==> config.mk <==
export PLATFORM = sky130hd
export DESIGN_NAME = ctr16_capreload
export DESIGN_NICKNAME = d
export VERILOG_FILES = /design/src/rtl/ctr16_pkg.sv /design/src/rtl/ctr16_sync.sv /design/src/rtl/ctr16_count.sv /design/src/rtl/ctr16_flags.sv /design/src/rtl/ctr16_capreload.sv
export SDC_FILE = /design/constraint.sdc
export NUM_CORES = 1
export LEC_CHECK = 0
export CORE_MARGIN = 2
export CORE_UTILIZATION = 54
export DETAILED_ROUTE_END_ITERATION = 10
export GPL_ROUTABILITY_DRIVEN = 0
export HOLD_SLACK_MARGIN = 0.15
export PLACE_DENSITY = 0.95
export REMOVE_ABC_BUFFERS = 1
export SYNTH_ARGS = -nofsm -noshare
export SYNTH_HDL_FRONTEND = slang
export SYNTH_SLANG_ARGS = --single-unit
==> constraint.sdc <==
create_clock -name clk -period 2.55 [get_ports clk]
set_input_delay 0.765 -clock clk [delete_from_list [all_inputs] [get_ports clk]]
set_output_delay 0.765 -clock clk [all_outputs]
set_load 0.05 [all_outputs]
==> src/rtl/ctr16_pkg.sv <==
package ctr16_pkg;
  localparam int unsigned LANES = 2;

  typedef struct packed {
    logic run;
    logic ev_mode;
    logic ext_en;
    logic cap_mode;
    logic baud_any;
  } ctl_t;
endpackage

==> src/rtl/ctr16_sync.sv <==
module ctr16_sync #(
  parameter int unsigned N      = 2,
  parameter int unsigned STAGES = 2
) (
  input  logic         clk,
  input  logic         rst_n,
  input  logic [N-1:0] pin,
  output logic [N-1:0] fall
);
  logic [STAGES-1:0][N-1:0] stg_q, stg_nx;
  logic [N-1:0]             prev_q, prev_nx;

  always_comb begin
    stg_nx  = {stg_q[STAGES-2:0], pin};
    prev_nx = stg_q[STAGES-1];
  end

  always_ff @(posedge clk or negedge rst_n) begin
    if (!rst_n) begin
      stg_q  <= '1;
      prev_q <= '1;
    end else begin
      stg_q  <= stg_nx;
      prev_q <= prev_nx;
    end
  end

  assign fall = prev_q & ~stg_q[STAGES-1];
endmodule

==> src/rtl/ctr16_count.sv <==
module ctr16_count
  import ctr16_pkg::*;
#(
  parameter int unsigned BYTE_W = 8,
  localparam int unsigned CNT_W = BYTE_W * LANES
) (
  input  logic              clk,
  input  logic              rst_n,
  input  ctl_t              ctl,
  input  logic              tick_en,
  input  logic              ev_fall,
  input  logic              trig_fall,
  input  logic              wr_en,
  input  logic [1:0]        wr_sel,
  input  logic [BYTE_W-1:0] wr_data,
  output logic [CNT_W-1:0]  count,
  output logic [CNT_W-1:0]  capreg,
  output logic              wrap
);
  logic [CNT_W-1:0] cnt_q, cnt_nx, cap_q, cap_nx;
  logic inc, ext_act, trig_reload, trig_capture, reload_on_wrap;
  logic wr_cnt, wr_cap;

  always_comb begin
    inc            = ctl.run & (ctl.ev_mode ? ev_fall : tick_en);
    wrap           = inc & (cnt_q == '1);
    reload_on_wrap = ~ctl.cap_mode | ctl.baud_any;
    ext_act        = ctl.ext_en & trig_fall;
    trig_reload    = ext_act & ~ctl.cap_mode & ~ctl.baud_any;
    trig_capture   = ext_act & ctl.cap_mode & ~ctl.baud_any;
    wr_cnt         = wr_en & ~wr_sel[1];
    wr_cap         = wr_en & wr_sel[1];
  end

  always_comb begin
    cnt_nx = cnt_q;
    if (inc) begin
      if (wrap) cnt_nx = reload_on_wrap ? cap_q : '0;
      else      cnt_nx = cnt_q + 1'b1;
    end
    if (trig_reload) cnt_nx = cap_q;
    if (wr_cnt) cnt_nx[wr_sel[0]*BYTE_W +: BYTE_W] = wr_data;
  end

  always_comb begin
    cap_nx = cap_q;
    if (trig_capture) cap_nx = cnt_q;
    if (wr_cap) cap_nx[wr_sel[0]*BYTE_W +: BYTE_W] = wr_data;
  end

  always_ff @(posedge clk or negedge rst_n) begin
    if (!rst_n) begin
      cnt_q <= '0;
      cap_q <= '0;
    end else begin
      cnt_q <= cnt_nx;
      cap_q <= cap_nx;
    end
  end

  assign count  = cnt_q;
  assign capreg = cap_q;

  // the count only moves for an increment, a trigger or a write
  p_hold_r2: assert property (@(posedge clk) disable iff (!rst_n)
    !(inc | ext_act | wr_en) |=> $stable(cnt_q));
  // a capture stores the count seen on the capturing edge
  p_capture_r6: assert property (@(posedge clk) disable iff (!rst_n)
    (trig_capture && !wr_cap) |=> cap_q == $past(cnt_q));
  // a trigger reload loads the pair
  p_reload_r7: assert property (@(posedge clk) disable iff (!rst_n)
    (trig_reload && !wr_en) |=> cnt_q == $past(cap_q));
  // capture-mode wrap lands on zero
  p_wrap_zero_r4: assert property (@(posedge clk) disable iff (!rst_n)
    (wrap && ctl.cap_mode && !ctl.baud_any && !wr_en) |=> cnt_q == '0);
endmodule

==> src/rtl/ctr16_flags.sv <==
module ctr16_flags (
  input  logic clk,
  input  logic rst_n,
  input  logic wrap,
  input  logic baud_any,
  input  logic ext_act,
  input  logic ovf_clr,
  input  logic ext_clr,
  output logic ovf_flag,
  output logic ext_flag,
  output logic baud_pulse
);
  logic ovf_q, ovf_nx, ext_q, ext_nx, pls_q, pls_nx;

  always_comb begin
    ovf_nx = (wrap & ~baud_any) | (ovf_q & ~ovf_clr);
    ext_nx = ext_act | (ext_q & ~ext_clr);
    pls_nx = wrap;
  end

  always_ff @(posedge clk or negedge rst_n) begin
    if (!rst_n) begin
      ovf_q <= 1'b0;
      ext_q <= 1'b0;
      pls_q <= 1'b0;
    end else begin
      ovf_q <= ovf_nx;
      ext_q <= ext_nx;
      pls_q <= pls_nx;
    end
  end

  assign ovf_flag   = ovf_q;
  assign ext_flag   = ext_q;
  assign baud_pulse = pls_q;

  // a baud select keeps a clear overflow flag clear
  p_no_overflow_r8: assert property (@(posedge clk) disable iff (!rst_n)
    (baud_any && !ovf_q) |=> !ovf_q);
  // the overflow flag stays set until cleared
  p_ovf_sticky_r10: assert property (@(posedge clk) disable iff (!rst_n)
    (ovf_q && !ovf_clr) |=> ovf_q);
endmodule

==> src/rtl/ctr16_capreload.sv <==
module ctr16_capreload
  import ctr16_pkg::*;
#(
  parameter int unsigned BYTE_W      = 8,
  parameter int unsigned SYNC_STAGES = 2,
  localparam int unsigned CNT_W      = BYTE_W * LANES
) (
  input  logic              clk,
  input  logic              rst_n,
  input  logic              tick_en,
  input  logic              run,
  input  logic              ev_mode,
  input  logic              ext_en,
  input  logic              cap_mode,
  input  logic              rx_baud,
  input  logic              tx_baud,
  input  logic              cnt_pin,
  input  logic              trig_pin,
  input  logic              wr_en,
  input  logic [1:0]        wr_sel,
  input  logic [BYTE_W-1:0] wr_data,
  input  logic              ovf_clr,
  input  logic              ext_clr,
  output logic [CNT_W-1:0]  count,
  output logic [CNT_W-1:0]  capreg,
  output logic              ovf_flag,
  output logic              ext_flag,
  output logic              baud_pulse
);
  logic [1:0] rst_q;
  logic       rst_i_n;
  ctl_t       ctl;
  logic [1:0] fall;
  logic       wrap, ext_act;

  always_ff @(posedge clk or negedge rst_n) begin
    if (!rst_n) rst_q <= 2'b00;
    else        rst_q <= {rst_q[0], 1'b1};
  end
  assign rst_i_n = rst_q[1];

  always_comb begin
    ctl.run      = run;
    ctl.ev_mode  = ev_mode;
    ctl.ext_en   = ext_en;
    ctl.cap_mode = cap_mode;
    ctl.baud_any = rx_baud | tx_baud;
    ext_act      = ext_en & fall[1];
  end

  ctr16_sync #(.N(2), .STAGES(SYNC_STAGES)) u_sync (
    .clk(clk), .rst_n(rst_i_n), .pin({trig_pin, cnt_pin}), .fall(fall)
  );

  ctr16_count #(.BYTE_W(BYTE_W)) u_count (
    .clk(clk), .rst_n(rst_i_n), .ctl(ctl), .tick_en(tick_en),
    .ev_fall(fall[0]), .trig_fall(fall[1]), .wr_en(wr_en),
    .wr_sel(wr_sel), .wr_data(wr_data), .count(count),
    .capreg(capreg), .wrap(wrap)
  );

  ctr16_flags u_flags (
    .clk(clk), .rst_n(rst_i_n), .wrap(wrap), .baud_any(ctl.baud_any),
    .ext_act(ext_act), .ovf_clr(ovf_clr), .ext_clr(ext_clr),
    .ovf_flag(ovf_flag), .ext_flag(ext_flag), .baud_pulse(baud_pulse)
  );

  // the external flag rises only after an enabled trigger edge
  p_ext_cause_r6: assert property (@(posedge clk) disable iff (!rst_i_n)
    $rose(ext_flag) |-> $past(ext_en && fall[1]));
endmodule

# Word level (Yosys, flattened, before mapping)
# Index checks and enable logic that the tools add are counted.
# op_classes
addsub	2
eq_ne	1
shift	2
n_mux	10
bitwise	23
# op_table
operator	n
two-way mux 16 bit	7
negator 4 -> 34 bit	1
variable shift 8 x 34 -> 16 bit (first input constant)	1
variable part select 8 x 34 -> 16 bit	1
bitwise mux 16 bit	2
adder 16 x 1 -> 16 bit (second input constant)	1
== test 16 bit (second input constant)	1
AND 1 bit	12
inverter 1 bit	5
bitwise OR 1 bit	4
AND 2 bit	1
inverter 2 bit	1
two-way mux 1 bit	1
# totals
reg_bits	43
inputBits	24
out_inout_bits	35
word_cells	47

# Depth between registers and ports, before layout
# Gate-level depths: netlist of the first run.
# logic_depth
ltp_word	10
mapped_depth	7
mapped_depth_nobuf	7

# By module
# A second synthesis of the first run with hierarchy kept.
# hier_totals
hier_cells	261
hier_area_um2	2481.1
# by_module_without_submodules
mod	n_inst	cells_per_inst	area_per_inst_um2	seq_area_each_um2
ctr16_count	1	240	2123.3	800.8
ctr16_sync	1	8	185.2	157.7
ctr16_flags	1	8	106.4	75.1
ctr16_capreload	1	5	66.3	50.0

# Worst setup path after synthesis of the first run
# OpenSTA, ideal clock, no wires.
# synth_path
path_kind	register to register
startpoint	register u_count.cnt_q[0], in the netlist u_count.count[0]
endpoint	register u_count.cnt_q[13], in the netlist u_count.count[13]
setup_time_ps	121
arrival_time_ps	2019
t_required_ps	2429
path_slack_ps	410
path_stages_with_launch	7
path_buffers	0
synth_period_minus_slack_ps	2140
path_cell_list	dfrtp_1 > ha_1 > nand4_2 > nor4_4 > nand2_1 > a32o_1 > a22o_1
# synth_between
elab_chain_len	7
elab_cells_between_ends	8
cone_classes	add/sub (1); eq/ne (1); mux (5); bitwise (1)
# synth_lines
item	line	rtl
start: declaration	ctr16_count.sv:20	logic [CNT_W-1:0] cnt_q, cnt_nx, cap_q, cap_nx;
start signal: assignment	ctr16_count.sv:56	cnt_q <= cnt_nx;
parallel branches: the longest is 2 deep, another holds adder 16 x 1 -> 16 bit	-	
two-way mux 16 bit *	ctr16_count.sv:38	if (wrap) cnt_nx = reload_on_wrap ? cap_q : '0;
two-way mux 16 bit *	ctr16_count.sv:37	if (inc) begin
two-way mux 16 bit *	ctr16_count.sv:41	if (trig_reload) cnt_nx = cap_q;
bitwise mux 16 bit	ctr16_count.sv:42	if (wr_cnt) cnt_nx[wr_sel[0]*BYTE_W +: BYTE_W] = wr_data;
two-way mux 16 bit *	ctr16_count.sv:42	
via u_count.cnt_nx[13]	ctr16_count.sv:20	
# Mark *: on every way through the listed nets, which the timed path passes.

# Worst setup path after layout of the first run
# layout_path
startpoint	input port rx_baud
endpoint	register u_count.cnt_q[5], in the netlist u_count.count[5]
# layout_between
elab_chain_len	8
elab_cells_between_ends	10
cone_classes	mux (6); bitwise (4)
# layout_lines
item	line	rtl
start: declaration	ctr16_capreload.sv:15	input logic rx_baud,
bitwise OR 1 bit *	ctr16_capreload.sv:47	ctl.baud_any = rx_baud | tx_baud;
bitwise OR 1 bit	ctr16_count.sv:27	reload_on_wrap = ~ctl.cap_mode | ctl.baud_any;
two-way mux 16 bit (2 in a row)	ctr16_count.sv:38	
two-way mux 16 bit	ctr16_count.sv:37	
two-way mux 16 bit *	ctr16_count.sv:41	
bitwise mux 16 bit	ctr16_count.sv:42	
two-way mux 16 bit *	ctr16_count.sv:42	
via u_count.cnt_nx[5]	ctr16_count.sv:20	
# The timed path passes the listed nets; every way through them passes the cells marked *.

==> metrics.txt, run 1 <==
P per Cell Area between 700 and 800 nW/um^2; final setup violation count 0; XOR/XNOR Fraction of Synth Area under 10%; Die Wd between 70 and 80 um; routed vias between 2000 and 2500; mux cell area share after synthesis approximately 6.4%; effective utilization at floorplan 56.46%; area of the multi-input gates approximately 1300 um^2; cell leakage power 1.351 nW; fmax approximately 0.41 GHz; Antenna Diode Count 0; worst slew pin tran between 0.7 and 0.8 ns; DRT antenna net count 0; CP max stage delay between 0.5 and 0.6 ns; number of synthesized register bits 43; drt first-iter violations approximately 240; synth unique cells 64; initial antenna violation count 0; Yosys top cell area share between 30% and 40%; max-slew violation count 0; Post-Synthesis Cell Area around 2500 um^2; WP data required ~2.8 ns; IO buf count 58; H-tree depth 2; Finished Layout Cells 380; run status completed; Synth area leader dfrtp_1; # Post-CTS Setup Buffers 0; Total Nets Final approximately 350; P&R area growth vs syn 33.63%; slowest CP cell or3b_1; core area roughly 4400 um^2; Top Layer Used met4; fraction of registers with async set/reset 100.0%; crit path kind in2reg; first-pass GRT wire length around 11000 um; Mapped Cells around 260; post-cts sizing count 0; routed len/inst 18.47 um; area of the die between 5000 and 6000 um^2; max_cap viols 0; DRC violations left 0; Final Hold Violating Endpoints 0; WL met3 approximately 550 um; VDD IR-drop max 525.5 uV; crit path cell chain clkdlybuf4s50_1 > or3b_1 > and2_0 > a311o_1 > a21oi_1 > o21ai_1; grt ovf 0; CP Max Fanout 5; TritonCTS buffer count 5; most frequent cell after synthesis dfrtp_1; Clock Root Buffer clkbuf_8; RSZ-0062 raised after global routing no; WP data arrival roughly 2.6 ns; top cells by area, synth dfrtp_1, mux2i_1, dfstp_2; Die Y-Extent between 70 and 80 um; sequential area share after synthesis 43.47%; Min-Delay Path Class reg2async; post-place instance area around 3200 um^2; # clock sinks 43; CTS clk-pin slew, worst paths 0.09 ns; Slew headroom 48.51%; number of synthesized flops with an enable pin 0; register area around 1100 um^2; hold_buf cts 0; Clock Latency Late Sink just over 0.3 ns; filler instances roughly 290; crit share post-route a little over nine tenths; CP endpoint kind flop; cell row count 24; gr usage total roughly 29%; Synth Area in Simple Gates a little under a quarter; Compound-Gate Fraction of Synth Area a little under a fifth; CTS tree done; Post-Synth Adder-Cell Area less than 1%; met2 WL post-DR roughly 3400 um; top_reg_cell synth dfrtp_1; CP startpoint kind primary input; Post-synth top cells dfrtp_1, nand2_1, a21oi_1, nor2_1, mux2i_1; Clock Skew about 0.0097 ns; I/O pin cnt 59; largest net degree at the start of global routing 25; Inst Count DP roughly 370; cell area after layout about 3300 um^2; final WL around 7000 um; minimum clock period between 2 and 2.5 ns; number of global-route vias before repair 2247; main combinational cell family by area after synthesis simple AND/OR/NAND/NOR gates; DR vias/cell around 6.4; Metal-1 WL 2763 um; drt pass-1 iters 5; hpwl dp 5112 um; clk buf depth 2; layout cells sized above 1 about 16%; Avg Synthesized Cell Area between 9 and 10 um^2; yosys warns 0
## routing by layer
metal	vias up	GRT usage [%]
met5	-	0
li1	1086	-
met4	0	16.14
met1	1165	37.64
met2	152	46.19
met3	28	5.694
## worst max-delay path: cells and delay by family
| family | cells | cell delay, ns |
|---|---|---|
| AND/OR/NAND/NOR | 2 | 0.76 |
| AO/OA/AOI/OAI | 3 | 0.59 |
| buffers and inverters | 1 | 0.51 |
## logic make-up after synthesis
logic type | Yosys count
XOR/XNOR | 7
buffers and inverters | 18
other | 1
adder cells (fa/ha/maj) | 1
multiplexers | 16
AO/OA/AOI/OAI | 72
flip-flops | 43
AND/OR/NAND/NOR | 97
## stage by stage
step                setup WS [ns]  hold WS, ns  power (W)  TNS [ns]  util, %
floorplan                 0.06216       0.3312   0.001584         0        -
global placement         -0.05792       0.3304   0.001962  -0.09808    73.21
detailed placement        -0.1679       0.3355   0.001992   -0.5590    73.21
CTS                        0.1082       0.3556   0.002469         0    75.45
global route              0.03518       0.3618   0.002573         0    75.45
finish                     0.1093       0.3226   0.002469         0    75.45
## final timing paths
| check | start | to | slack, ns | depth (start not counted) |
|---|---|---|---|---|
| min in group clk | rst_q[0]$_DFF_PN0_ | rst_q[1]$_DFF_PN0_ | 0.36 | 0 |
| max reg2reg | u_count.count[0]$_DFF_PN0_ | u_count.count[7]$_DFF_PN0_ | 0.44 | 7 |
| max in group asynchronous | rst_q[1]$_DFF_PN0_ | u_count.count[4]$_DFF_PN0_ | 1.63 | 1 |
| max | rx_baud | u_count.count[5]$_DFF_PN0_ | 0.11 | 6 |
| min | rst_q[1]$_DFF_PN0_ | u_flags.ovf_flag$_DFF_PN0_ | 0.32 | 0 |
| min reg2reg | rst_q[1]$_DFF_PN0_ | u_flags.ovf_flag$_DFF_PN0_ | 0.32 | 0 |
## power breakdown
group | total (W) | switching [W] | internal (W)
sequential | 0.000956 | 0.000157 | 0.000799
clock | 0.000478 | 0.000257 | 0.000221
combinational | 0.00104 | 0.000651 | 0.000384
total | 0.00247 | 0.00107 | 0.00140
## placed cells by master, fill, tap and decap left out, types with 3 or more instances in the layout
cell,netlist,routed
nand4_1,5,5
clkdlybuf4s50_1,0,58
o21ai_0,9,9
xor2_1,4,4
xnor2_1,3,3
nand3_1,8,8
nand3b_1,3,3
mux2i_1,16,16
nor3_1,4,4
buf_4,0,19
buf_12,0,3
inv_1,3,3
a21o_1,4,4
nor2_1,23,23
o211ai_1,4,4
o21ai_1,6,6
nand2_1,27,27
and3_1,4,4
dfrtp_1,37,37
a21oi_1,23,23
dfstp_2,6,6
clkbuf_8,1,6
## flip-flops by register name, indices dropped and copies added (netlist names)
register / cells
rst_q: 2
u_count.capreg: 16
u_count.count: 16
u_flags.baud_pulse: 1
u_flags.ext_flag: 1
u_flags.ovf_flag: 1
u_sync.prev_nx: 2
u_sync.prev_q: 2
u_sync.stg_nx: 2
## final cells by class
class                   instances  area share [%]
clock buffers                   6           2.479
clock inverters                 2          0.4884
inverters                       3          0.3381
multi-input cells             194           38.69
flip-flops and latches         43           32.53
well taps                      52           1.953
repair buffers                 80           23.52
Note: power is estimated with default switching activity, not from simulation.
==> run 2, diff against run 1 <==
- PLACE_DENSITY: 0.95 -> 0.86
==> metrics.txt, run 2 (synthesis gave the netlist of run 1 again) <==
run status completed; CTS tree done; Clock Root Buffer clkbuf_8; CP endpoint kind output pin; Final Hold Violating Endpoints 0 (unchanged); register-to-register setup slack 0.43 ns (about the same); H-tree depth 2 (unchanged); P per Cell Area 781.9 nW/um^2 (+5.5%); commonest non-fill, non-tap cell in the layout clkdlybuf4s50_1; number of global-route vias before repair 2379 (+5.9%); routed len/inst 18.92 um (+2.4%); Clock Latency Late Sink 0.30 ns (about the same); Reg-to-Reg End u_count.count[7]$_DFF_PN0_; CP startpoint kind flop; # Post-CTS Setup Buffers 0 (unchanged); DR vias/cell 6.453 (+0.86%); DRT antenna net count 0 (unchanged); I/O pin cnt 59 (unchanged); CP max stage delay 0.87 ns (+0.33 ns); TritonCTS buffer count 5 (unchanged); slowest CP cell clkdlybuf4s50_1; Die Y-Extent 71.94 um (unchanged); gr usage total 29.12% (about the same); IO buf count 58 (unchanged); worst slew pin tran 0.7798 ns (+0.007484 ns); layout cells sized above 1 15.55% (unchanged); drt first-iter violations 278 (+14%); worst r2r src u_count.count[0]$_DFF_PN0_; hold_buf cts 0 (unchanged); final worst setup slack 0.07933 ns (-0.02997 ns); clk buf depth 2 (unchanged); largest net degree at the start of global routing 25 (unchanged); core area 4414 um^2 (unchanged); max-slew violation count 0 (unchanged); initial antenna violation count 0 (unchanged); P&R area growth vs syn 35.14%; Min-Delay Path Class reg2async; final WL 7188 um (+2.4%); cell row count 24 (unchanged); WP data arrival 1.71 ns (-0.93 ns); grt ovf 0 (unchanged); setup TNS 0 ns (unchanged); commonest cells after routing, fill and taps aside clkdlybuf4s50_1, dfrtp_1, nand2_1; RSZ-0062 raised after global routing no; CTS clk-pin slew, worst paths 0.09 ns (about the same); area of the die 5175 um^2 (unchanged); WP data required 1.79 ns (-0.96 ns); crit share post-route 96.89% (+1.2 points); Clock Skew 0.006883 ns (-0.002859 ns); routed vias 2452 (+0.86%); crit path to count[3]; cell leakage power 1.368 nW (+1.2%); cells on worst reg2reg path 7 (unchanged); delay-heaviest family, CP buffers and inverters; fmax 0.4047 GHz (-1.2%); Final Hold Slack 0.3315 ns (+0.008966 ns); post-cts sizing count 0 (unchanged); minimum clock period 2.471 ns (+0.02997 ns); worst path bufs/invs 1 (unchanged); first-pass GRT wire length 11630 um (+2.7%); critical path depth 1 (-5); Antenna Diode Count 0 (unchanged); max_cap viols 0 (unchanged); VDD IR-drop max 388.3 uV (-26%); # clock sinks 43 (unchanged); CP Max Fanout 10 (+5); final setup violation count 0 (unchanged); Die Wd 71.94 um (unchanged); DRC violations left 0 (unchanged); Worst setup startpoint u_count.count[3]$_DFF_PN0_; crit path kind reg2out; drt pass-1 iters 6 (+1); crit path cell chain clkdlybuf4s50_1; dpl ws -0.06788 ns (+0.09997 ns); hpwl dp 5251 um (+2.7%); effective utilization at floorplan 56.46% (unchanged); Total Nets Final 352 (unchanged); Slew headroom 48.01% (-0.50 points)
## run 2: changes by cell type in the layout (fill, tap and decap cells not counted), sizes merged
cell	delta
clkbuf	-1
clkinv	-1
bufinv	+2
## run 2: worst min-delay path by stage
| stage | cells after the start | to | startpoint |
|---|---|---|---|
| 2_1_floorplan | 0 | rst_q[1]$_DFF_PN0_ | rst_q[0]$_DFF_PN0_ |
| 3_3_place_gp | 0 | u_count.count[13]$_DFF_PN0_ | rst_q[1]$_DFF_PN0_ |
| 3_5_place_dp | 0 | u_count.count[13]$_DFF_PN0_ | rst_q[1]$_DFF_PN0_ |
| 4_1_cts | 0 | u_count.capreg[13]$_DFF_PN0_ | rst_q[1]$_DFF_PN0_ |
| 5_1_grt | 0 | u_sync.prev_nx[0]$_DFF_PN1_ | u_sync.stg_nx[2]$_DFF_PN1_ |
| 6_report | 0 | u_count.count[14]$_DFF_PN0_ | rst_q[1]$_DFF_PN0_ |
## run 2: report_power, final
group          internal, W  switching [W]
Combinational     0.000377       0.000637
Clock             0.000391       0.000254
Sequential        0.000799       0.000177
## run 2: per-stage QoR
stage,cell area (um^2),util [%],cells,power [W]
floorplan,2377,-,240,0.001584
global placement,3232,73.21,372,0.001960
detailed placement,3232,73.21,372,0.001986
CTS,3368,76.30,380,0.002630
global route,3368,76.30,380,0.002723
finish,3368,76.30,380,0.002634
## run 2: layout make-up
cell class	count	area [um^2]
Multi-Input combinational cell	194	1289
Sequential cell	43	1084
Fill cell	312	1046
Timing Repair Buffer	80	783.3
Clock buffer	5	68.82
Clock inverter	3	67.56
Tap cell	52	65.06
Inverter	3	11.26
## run 2: routing by layer
metal	part of all wire [%]	global-route usage (%)	wire length (um)	up-vias
met2	48	47.63	3480	141
met1	41	39.23	2955	1199
met3	7.9	4.583	567	30
met5	0	0	0	-
met4	2.6	11.32	184	0
li1	-	-	-	1082
==> run 3, diff against run 2 <==
- CORE_UTILIZATION: 54 -> 45
- PLACE_DENSITY: 0.86 -> 0.76
- clock period: 2.55 -> 2 ns (I/O delays scaled with it)
==> metrics.txt, run 3 (synthesis gave the netlist of run 1 again) <==
largest net degree at the start of global routing 17 (-32%); register-to-register setup slack 0.09 ns (-0.34 ns); CP Max Fanout 5 (-5); Slew headroom 59.65% (+12 points); RSZ-0062 raised after global routing yes; area of the multi-input gates 1350 um^2 (+4.8%); routed vias 2439 (-0.53%); TritonCTS buffer count 5 (unchanged); worst r2r src u_count.count[0]$_DFF_PN0_; dpl ws -0.4460 ns (-0.3781 ns); routed len/inst 17.24 um (-8.9%); drt first-iter violations 205 (-26%); minimum clock period 1.971 ns; max_cap viols 0 (unchanged); fin util 68.16% (-8.1 points); VDD IR-drop max 538.1 uV (+39%); crit path kind in2reg; core area 5439 um^2 (+23%); Min-Delay Path Class reg2async; Clock Skew 0.008219 ns (+0.001337 ns); # clock sinks 43 (unchanged); cell leakage power 1.618 nW (+18%); Die Wd 78.42 um (+9.0%); max-slew violation count 0 (unchanged); CP max stage delay 0.51 ns (-0.36 ns); Reg-to-Reg End u_count.count[13]$_DFF_PN0_; CTS tree done; fmax 0.5074 GHz; commonest cells after routing, fill and taps aside buf_4, dfrtp_1, nand2_1; number of global-route vias before repair 2360 (-0.80%); worst path bufs/invs 2 (+1); hpwl dp 5484 um (+4.4%); crit share post-route a little over nine tenths; final worst setup slack 0.02932 ns (-0.05001 ns); layout cells sized above 1 35.28% (+20 points); filler instances 401 (+29%); commonest non-fill, non-tap cell in the layout buf_4; final WL 7446 um (+3.6%); cell row count 27 (+13%); initial antenna violation count 0 (unchanged); area of the die 6150 um^2 (+19%); DRT antenna net count 0 (unchanged); effective utilization at floorplan 45.82% (-11 points); slowest CP cell clkdlybuf4s50_1; cells on worst reg2reg path 6 (-1); Clock Latency Late Sink 0.31 ns (about the same); crit path cell chain clkdlybuf4s50_1 > nand3b_4 > or4_4 > buf_4 > a221oi_1 > nor2_1; CP endpoint kind flop; delay-heaviest family, CP buffers and inverters; Die Y-Extent 78.42 um (+9.0%); first-pass GRT wire length 11790 um (+1.4%); WP data required 2.20 ns (+0.41 ns); grt ovf 0 (unchanged); IO buf count 58 (unchanged); clk buf depth 2 (unchanged); overall power 0.003351 W (+27%); P&R area growth vs syn 48.75%; Final Hold Violating Endpoints 0 (unchanged); WP data arrival 2.17 ns (+0.46 ns); run status completed; CTS clk-pin slew, worst paths 0.09 ns (about the same); worst slew pin tran 0.6053 ns (-0.1745 ns); Finished Layout Cells 432 (+14%); DR vias/cell 5.646 (-13%); I/O pin cnt 59 (unchanged); CP startpoint kind primary input; Total Nets Final 384 (+9.1%); P per Cell Area 903.9 nW/um^2 (+16%); gr usage total 25.07% (-4.0 points); DRC violations left 0 (unchanged); register area 1084 um^2 (unchanged); H-tree depth 2 (unchanged); final setup violation count 0 (unchanged); Inst Count DP 424 (+14%); Clock Root Buffer clkbuf_8; drt pass-1 iters 4 (-2); Antenna Diode Count 0 (unchanged)
[run 3: cell types whose count changed in the layout (fill, tap and decap cells not counted), moves of 2 or more]
| cell | delta |
|---|---|
| buf_12 | +11 |
| buf_6 | +2 |
| buf_4 | +54 |
| clkdlybuf4s50_1 | -39 |
| bufinv_16 | -2 |
| dlygate4sd2_1 | +3 |
[run 3: how the worst max path moves through the flow]
| stage | from | end | cells after the start |
|---|---|---|---|
| after global routing | ext_en | u_count.count[14]$_DFF_PN0_ | 9 |
| after CTS | ev_mode | u_count.count[2]$_DFF_PN0_ | 6 |
| after global placement | ext_en | u_count.count[4]$_DFF_PN0_ | 6 |
| after floorplan | u_count.count[0]$_DFF_PN0_ | u_count.count[13]$_DFF_PN0_ | 6 |
| final | ext_en | u_count.count[4]$_DFF_PN0_ | 6 |
| after detailed placement | tx_baud | u_count.capreg[9]$_DFF_PN0_ | 7 |
[run 3: final cells by class]
| class | instances | area share [%] |
|---|---|---|
| Multi-Input combinational cell | 194 | 36.42 |
| Sequential cell | 43 | 29.23 |
| Timing Repair Buffer | 112 | 29.13 |
| Tap cell | 72 | 2.430 |
| Clock buffer | 5 | 1.856 |
| Clock inverter | 3 | 0.6412 |
| Inverter | 3 | 0.3037 |
[run 3: layer usage]
| layer | vias up | track usage (%) | share of wire [%] |
|---|---|---|---|
| met3 | 14 | 4.828 | 5.3 |
| met4 | 0 | 8.070 | 2.0 |
| met1 | 1188 | 33.01 | 43 |
| met5 | - | 0 | 0 |
| met2 | 88 | 41.72 | 49 |
| li1 | 1149 | - | - |
[run 3: per-stage QoR]
step | hold slack (ns) | instance area, um^2 | setup TNS, ns
6_report | 0.2536 | 3707 | 0
5_1_grt | 0.3131 | 3707 | -0.06004
4_1_cts | 0.2709 | 3646 | -0.09215
3_5_place_dp | 0.2613 | 3547 | -12.40
3_3_place_gp | 0.2550 | 3547 | -10.80
2_1_floorplan | 0.3044 | 2377 | -4.523
[run 3: what timing repair did]
item,CTS,global route
setup endpoints to repair,29,15
hold buffers,0,0
pin swaps,1,1
gates resized for setup,9,12
endpoints found under the hold margin,0,0
buffers inserted,0,0
[run 3: where the power goes]
group	switching, W	internal (W)
combinational	0.000952	0.000658
sequential	0.000141	0.00102
clock	0.000331	0.000250
